`src/rtl/z80wg_pkg.sv`:
```
package z80wg_pkg;
  typedef enum logic [1:0] {
    ST_IDLE = 2'd0,
    ST_REQ  = 2'd1,
    ST_DATA = 2'd2,
    ST_DONE = 2'd3
  } rd_state_e;
endpackage

```
`src/rtl/z80wg_rst_sync.sv`:
```
module z80wg_rst_sync (
  input  logic clk,
  input  logic rst_n,
  output logic rst_sn
);
  logic [1:0] stg_q;
  always_ff @(posedge clk or negedge rst_n) begin
    if (!rst_n) stg_q <= 2'b00;
    else        stg_q <= {stg_q[0], 1'b1};
  end
  assign rst_sn = stg_q[1];
endmodule

```
`src/rtl/z80wg_sync.sv`:
```
module z80wg_sync #(
  parameter int         W       = 4,
  parameter int         STAGES  = 2,
  parameter logic [W-1:0] RST_VAL = '1
) (
  input  logic         clk,
  input  logic         rst_n,
  input  logic [W-1:0] d_i,
  output logic [W-1:0] q_o
);
  logic [W-1:0] stg_q [STAGES];

  for (genvar s = 0; s < STAGES; s++) begin : g_stage
    if (s == 0) begin : g_first
      always_ff @(posedge clk or negedge rst_n) begin
        if (!rst_n) stg_q[s] <= RST_VAL;
        else        stg_q[s] <= d_i;
      end
    end else begin : g_next
      always_ff @(posedge clk or negedge rst_n) begin
        if (!rst_n) stg_q[s] <= RST_VAL;
        else        stg_q[s] <= stg_q[s-1];
      end
    end
  end

  assign q_o = stg_q[STAGES-1];
endmodule

```
`src/rtl/z80wg_ctrl.sv`:
```
module z80wg_ctrl
  import z80wg_pkg::*;
#(
  parameter int AW = 16,
  parameter int DW = 8
) (
  input  logic          clk,
  input  logic          rst_n,
  input  logic          mreq_s,
  input  logic          rd_s,
  input  logic [AW-1:0] addr_i,
  output logic          req_valid_o,
  output logic [AW-1:0] req_addr_o,
  input  logic          req_ready_i,
  input  logic          rsp_valid_i,
  input  logic [DW-1:0] rsp_data_i,
  output logic [DW-1:0] data_o,
  output logic          data_oe_o,
  output logic          start_o,
  output logic          pend_o,
  output logic          hit_o,
  output logic          done_o
);
  rd_state_e     st_q, st_d;
  logic [AW-1:0] addr_q, addr_d;
  logic [DW-1:0] dat_q, dat_d;
  logic          stale_q, stale_d;
  logic          rd_act, fresh_rsp;

  assign rd_act    = !mreq_s && !rd_s;
  assign fresh_rsp = rsp_valid_i && !stale_q;

  always_comb begin
    st_d    = st_q;
    addr_d  = addr_q;
    dat_d   = dat_q;
    stale_d = stale_q;
    start_o = 1'b0;
    hit_o   = 1'b0;
    if (stale_q && rsp_valid_i) stale_d = 1'b0;
    unique case (st_q)
      ST_IDLE: if (rd_act) begin
        st_d    = ST_REQ;
        addr_d  = addr_i;
        start_o = 1'b1;
      end
      ST_REQ: begin
        if (!rd_act)          st_d = ST_IDLE;
        else if (req_ready_i) st_d = ST_DATA;
      end
      ST_DATA: begin
        if (!rd_act) begin
          st_d = ST_IDLE;
          if (!fresh_rsp) stale_d = 1'b1;
        end else if (fresh_rsp) begin
          st_d  = ST_DONE;
          dat_d = rsp_data_i;
          hit_o = 1'b1;
        end
      end
      ST_DONE: if (mreq_s) st_d = ST_IDLE;
      default: st_d = ST_IDLE;
    endcase
  end

  always_ff @(posedge clk or negedge rst_n) begin
    if (!rst_n) begin
      st_q    <= ST_IDLE;
      addr_q  <= '0;
      dat_q   <= '0;
      stale_q <= 1'b0;
    end else begin
      st_q    <= st_d;
      stale_q <= stale_d;
      if (start_o) addr_q <= addr_d;
      if (hit_o)   dat_q  <= dat_d;
    end
  end

  assign pend_o      = (st_q == ST_REQ || st_q == ST_DATA) && rd_act && !hit_o;
  assign done_o      = (st_q == ST_DONE);
  assign req_valid_o = (st_q == ST_REQ);
  assign req_addr_o  = addr_q;
  assign data_o      = dat_q;
  assign data_oe_o   = done_o && !rd_s;
endmodule

```
`src/rtl/z80wg_wait.sv`:
```
module z80wg_wait #(
  parameter int DLY_M1    = 0,
  parameter int DLY_MEM   = 3,
  parameter bit QUICK_OFF = 1'b0
) (
  input  logic clk,
  input  logic rst_n,
  input  logic m1_s,
  input  logic zclk_s,
  input  logic start_i,
  input  logic pend_i,
  input  logic hit_i,
  input  logic done_i,
  output logic wait_n_o
);
  localparam int DMAX = (DLY_M1 > DLY_MEM) ? DLY_M1 : DLY_MEM;
  localparam int CW   = $clog2(DMAX + 2);
  localparam logic [CW-1:0] D_M1  = CW'(DLY_M1);
  localparam logic [CW-1:0] D_MEM = CW'(DLY_MEM);
  localparam logic [CW-1:0] D_TOP = CW'(DMAX);

  logic [CW-1:0] cnt_q, cnt_d;
  logic          fetch_q, fetch_d;
  logic          wait_q, wait_d;
  logic [CW-1:0] dly_start, dly_cur;

  assign dly_start = !m1_s   ? D_M1 : D_MEM;
  assign dly_cur   = fetch_q ? D_M1 : D_MEM;

  always_comb begin
    cnt_d   = cnt_q;
    fetch_d = fetch_q;
    wait_d  = 1'b0;
    if (start_i) begin
      cnt_d   = '0;
      fetch_d = !m1_s;
      wait_d  = (dly_start == '0);
    end else if (pend_i) begin
      cnt_d  = (cnt_q == D_TOP) ? cnt_q : cnt_q + 1'b1;
      wait_d = (cnt_d >= dly_cur);
    end else if (hit_i) begin
      wait_d = QUICK_OFF ? 1'b0 : wait_q;
    end else if (done_i) begin
      wait_d = QUICK_OFF ? 1'b0 : (wait_q && zclk_s);
    end
  end

  always_ff @(posedge clk or negedge rst_n) begin
    if (!rst_n) begin
      cnt_q   <= '0;
      fetch_q <= 1'b0;
      wait_q  <= 1'b0;
    end else begin
      cnt_q  <= cnt_d;
      wait_q <= wait_d;
      if (start_i) fetch_q <= fetch_d;
    end
  end

  assign wait_n_o = !wait_q;
endmodule

```
`src/rtl/z80_wait_gen.sv`:
```
module z80_wait_gen #(
  parameter int AW          = 16,
  parameter int DW          = 8,
  parameter int DLY_M1      = 0,
  parameter int DLY_MEM     = 3,
  parameter bit QUICK_OFF   = 1'b0,
  parameter int SYNC_STAGES = 2
) (
  input  logic          clk,
  input  logic          rst_n,
  input  logic          z80_clk_i,
  input  logic          mreq_n_i,
  input  logic          rd_n_i,
  input  logic          m1_n_i,
  input  logic [AW-1:0] addr_i,
  output logic [DW-1:0] data_o,
  output logic          data_oe_o,
  output logic          wait_n_o,
  output logic          req_valid_o,
  output logic [AW-1:0] req_addr_o,
  input  logic          req_ready_i,
  input  logic          rsp_valid_i,
  input  logic [DW-1:0] rsp_data_i
);
  localparam int NSYNC = 4;

  logic             rst_sn;
  logic [NSYNC-1:0] sync_in, sync_out;
  logic             mreq_s, rd_s, m1_s, zclk_s;
  logic             start_w, pend_w, hit_w, done_w;

  z80wg_rst_sync u_rst (.clk(clk), .rst_n(rst_n), .rst_sn(rst_sn));

  assign sync_in = {z80_clk_i, m1_n_i, rd_n_i, mreq_n_i};

  z80wg_sync #(.W(NSYNC), .STAGES(SYNC_STAGES), .RST_VAL('1)) u_sync (
    .clk(clk), .rst_n(rst_sn), .d_i(sync_in), .q_o(sync_out)
  );

  assign mreq_s = sync_out[0];
  assign rd_s   = sync_out[1];
  assign m1_s   = sync_out[2];
  assign zclk_s = sync_out[3];

  z80wg_ctrl #(.AW(AW), .DW(DW)) u_ctrl (
    .clk(clk), .rst_n(rst_sn), .mreq_s(mreq_s), .rd_s(rd_s), .addr_i(addr_i),
    .req_valid_o(req_valid_o), .req_addr_o(req_addr_o), .req_ready_i(req_ready_i),
    .rsp_valid_i(rsp_valid_i), .rsp_data_i(rsp_data_i),
    .data_o(data_o), .data_oe_o(data_oe_o),
    .start_o(start_w), .pend_o(pend_w), .hit_o(hit_w), .done_o(done_w)
  );

  z80wg_wait #(.DLY_M1(DLY_M1), .DLY_MEM(DLY_MEM), .QUICK_OFF(QUICK_OFF)) u_wait (
    .clk(clk), .rst_n(rst_sn), .m1_s(m1_s), .zclk_s(zclk_s),
    .start_i(start_w), .pend_i(pend_w), .hit_i(hit_w), .done_i(done_w),
    .wait_n_o(wait_n_o)
  );
endmodule

```
`config.mk`:
```
export PLATFORM = sky130hd
export DESIGN_NAME = z80_wait_gen
export DESIGN_NICKNAME = d
export VERILOG_FILES = /design/src/rtl/z80wg_pkg.sv /design/src/rtl/z80wg_rst_sync.sv /design/src/rtl/z80wg_sync.sv /design/src/rtl/z80wg_ctrl.sv /design/src/rtl/z80wg_wait.sv /design/src/rtl/z80_wait_gen.sv
export SDC_FILE = /design/constraint.sdc
export NUM_CORES = 1
export LEC_CHECK = 0
export BUFFER_PORTS_ARGS = -buffer_cell sky130_fd_sc_hd__buf_2
export CAP_MARGIN = 15
export CORE_MARGIN = 5
export CORE_UTILIZATION = 45
export DETAILED_ROUTE_END_ITERATION = 10
export GPL_ROUTABILITY_DRIVEN = 0
export PLACE_DENSITY = 0.82
export SLEW_MARGIN = 10
export SYNTH_ARGS = -nofsm -noshare
export SYNTH_HDL_FRONTEND = slang
export SYNTH_SLANG_ARGS = --single-unit
```
`constraint.sdc`:
```
create_clock -name clk -period 1.3 [get_ports clk]
set_clock_uncertainty 0.05 [all_clocks]
set_input_delay 0.065 -clock clk [delete_from_list [all_inputs] [get_ports clk]]
set_output_delay 0.065 -clock clk [all_outputs]
set_load 0.005 [all_outputs]
```
==> results.txt <==
The finished cells cover 3030 um^2. The overall track demand over capacity in global routing is 19.2%. Synthesis produced 125 cells. The final routed wirelength across all metal layers is 4.70 mm.

The power density over the cells came out at 1920 nW/um^2. For this block, the initial DRC count from the detailed router was 38. The peak fanout along the critical path is 3. Port buffering added 58 buffers. The reported leakage power came out at 1.45 nW. In this run the worst setup path begins at u_wait.cnt_q[1]$_DFFE_PN0P_. The area share of and/or/nand/nor cells after synthesis is 8.75%. The synthesized area per cell came out at 14.3 um^2. Entering global routing, the biggest net connects 41 pins.

Cells fill 77.5% of the core in the end. The worst path in the final design needs a cycle of 1990 ps, including I/O delays and setup. TritonCTS built the clock tree. After Yosys synthesis, XOR and XNOR cells account for 0.980% of the synthesized area. The y dimension of the die is 73.0 um. The final non-filler cell total is 305. The number of vias per cell is 4.76. Based on the critical path, the design can be clocked at up to 502 MHz. The HPWL after detailed placement came out at 2.95 mm. The min-delay analysis places its worst path in the category input pin to asynchronous set/reset pin.

The antenna diode count came out at 0. The data arrival time of the critical path came out at 2120 ps. The share of the clock period used by the worst path after layout is 153%. The kind of end point of the critical path is a register. The number of global-route vias before repair came out at 1,668. The number of nets in the synthesized netlist is 164. Pin placement for this block handled 59 I/O pins. Once placement completed, the tool counted placed cells totaling 261.

The final max-slew violation count is 0. The clock net in this run drives a total of 42 sinks. The number of antenna violations at the first check in global routing is 0. In this run the cell area of the synthesized design comes to 1790 um^2.

The synthesized-area fraction occupied by ao, oa, aoi and oai cells came out at 7.00%. The sequential area share after synthesis is 59.3%. The synthesized design devotes to its leading area cell type 47.6% of total area. The endpoint identified for the worst register-to-register timing path is u_wait.wait_q$_DFFE_PN0P_.

The floorplan die area is 5330 um^2. The total power consumption of the routed design came out at 5.82 mW. The adder and majority cell fraction of the synthesized area is 4.90%. In this run the number of H-tree levels came out at 2.

The maximum number of buffers from clock root to sink came out at 2. The slack of the worst reg-to-reg path came out at -690 ps. Measured along the x axis, the die boundary spans 73.0 um. The clock reaches the later pin of the worst-skew pair after 290 ps.

STA puts the critical path data required time at 1430 ps. STA classifies the critical path startpoint as a register. After clock tree synthesis, the clock-pin slew on the worst setup and hold paths is 80 ps. The run finished, with violations left. Across all layers, the routed design uses 1,453 vias. The wire length of the first global-routing pass is 7.93 mm. Once placement finished, the instance area stood at 2470 um^2. The critical path in this run is classified as register to register. After detailed routing, the number of remaining DRC violations is 0. The total CTS buffers is 5.

The number of max-cap violations is 0. The standard cell core area came out at 3910 um^2. The layout cell share with drive strength beyond 1 is 60.4%. The cell count of the worst reg-to-reg path came out at 7. The average routed wire per standard cell is 15.4 um. The final net count is 293. The area growth from synthesis to layout came out at 69.7%. Ranked by total cell area, the synthesized netlist is headed by dfrtp_1, mux2_2, dfstp_2, ha_1, inv_1. Setup repair after global routing could not meet its margin everywhere.

The count of antenna-violating nets left after detailed routing is 0. The final sum of negative setup slack is -11,400 ps. The maximum VDD drop came out at 1.39 mV. The synthesized design contains 42 register bits. The aggregate global routing overflow is 0. The initial core utilization is 45.7%.

The count of standard-cell rows came out at 23. The mux cell area share after synthesis came out at 16.3%. Setup violations remaining at the end of the flow were counted as 33.

The final count of hold timing violations is 0. By area, the combinational part of the netlist is dominated by multiplexers. The number of iterations in the first detailed-routing pass came out at 4. In this run the critical register-to-register path is launched from u_wait.cnt_q[1]$_DFFE_PN0P_. The synthesized netlist contains 35 unique library cells. The tree is rooted in a clkbuf_8. The synthesized design spends more area on one cell type than any other, namely dfrtp_1.

The number of synthesis warnings came out at 0. The final critical-path setup slack came out at -693 ps. The checks that failed: negative setup slack.
## stage by stage
step	hold slack [ps]	worst slack, ps
floorplan	-281	-581
global placement	-198	-574
detailed placement	-196	-625
CTS	28.5	-629
global route	67.6	-749
finish	57.2	-693
## sequential cells by signal (all words and copies together) (netlist names)
signal             flops
u_ctrl.data_o          8
u_ctrl.req_addr_o     16
u_ctrl.st_q            2
u_ctrl.stale_q         1
u_rst.stg_q            2
u_sync.q_o             4
u_sync.stg_q           4
u_wait.cnt_q           3
u_wait.fetch_q         1
u_wait.wait_q          1
## timing repair
item,CTS,global route
gates resized for setup,11,15
hold endpoints to repair,31,0
hold buffers,30,0
pin swaps,2,4
cloned,1,0
buffers inserted,3,4
setup endpoints to repair,33,33
## cells in the mapped netlist
master	count
nand3b_4	1
buf_4	2
ha_1	7
dfstp_2	8
mux2_2	25
nand3_1	1
xor2_1	1
a21o_1	1
a21oi_1	1
nand4_1	1
inv_1	8
dfrtp_1	34
o311ai_1	1
a2bb2oi_2	1
nor2b_1	3
nor3_4	1
o211ai_1	1
a221o_1	1
nand2_1	4
and3_1	1
o31ai_1	1
a211oi_1	1
conb_1	1
xnor2_1	1
and2b_1	1
a41oi_1	1
nor3_2	1
o21ai_0	1
nor2_1	5
a2111oi_4	1
o2111ai_1	1
o22ai_1	1
nor3b_1	1
mux2i_1	1
nand2b_1	4
## cells by family after synthesis
family,Yosys count
buf+inv,10
mux,26
other cells,1
xor+xnor,2
flops,42
compound gates,13
simple gates,24
fa+ha+maj,7
## worst max path at each step
stage                                            to  slack [ps]
after floorplan           u_wait.wait_q$_DFFE_PN0P_        -580
after global placement    u_wait.wait_q$_DFFE_PN0P_        -570
after detailed placement  u_wait.wait_q$_DFFE_PN0P_        -620
after CTS                 u_wait.wait_q$_DFFE_PN0P_        -630
after global routing      u_wait.wait_q$_DFFE_PN0P_        -750
final                     u_wait.wait_q$_DFFE_PN0P_        -690
## critical path: stages, from the launching register on
cell and delay [ps]:
dfrtp_1 420, ha_4 190, nand2b_4 90, mux2_4 320, ha_4 220, a221o_1 340
a41oi_2 160, o31ai_2 80
## routing by layer
metal	part of all wire (%)	global-route usage, %	wire (um)
met1	42	23.6	1990
met2	50	33.1	2360
met3	5.2	4.41	246
met4	2.3	6.56	106
met5	0	0	0
## final cells by class
| class | count | area, um^2 |
|---|---|---|
| multi-input combinational | 73 | 845 |
| clock buffer | 7 | 76.3 |
| fill | 223 | 880 |
| tap | 50 | 62.6 |
| timing repair buffer | 124 | 930 |
| inverter | 8 | 30.0 |
| clock inverter | 1 | 30.0 |
| sequential | 42 | 1060 |
## cells in the final DEF, fill, tap and decap left out, drive strengths merged
master / instances
inv: 8
ha: 7
buf: 94
dlygate4sd3: 30
o211ai: 1
a41oi: 1
clkbuf: 7
a2111oi: 1
conb: 1
nand3: 1
o31ai: 1
o311ai: 1
o22ai: 1
nor2b: 3
o2111ai: 1
xnor2: 1
nand2: 4
and3: 1
a211oi: 1
nor2: 5
dfstp: 8
a21oi: 1
bufinv: 1
nor3b: 1
a21o: 1
and2b: 1
nand4: 1
a221o: 1
mux2: 25
nand2b: 4
mux2i: 1
nor3: 2
o21ai: 1
dfrtp: 34
nand3b: 1
a2bb2oi: 1
xor2: 1
## power by group
| group | switching (mW) | total (mW) | internal (mW) |
|---|---|---|---|
| Clock | 0.424 | 0.999 | 0.575 |
| Sequential | 0.275 | 2.06 | 1.78 |
| Combinational | 1.10 | 2.77 | 1.67 |
(Power assumes the default switching activity.)
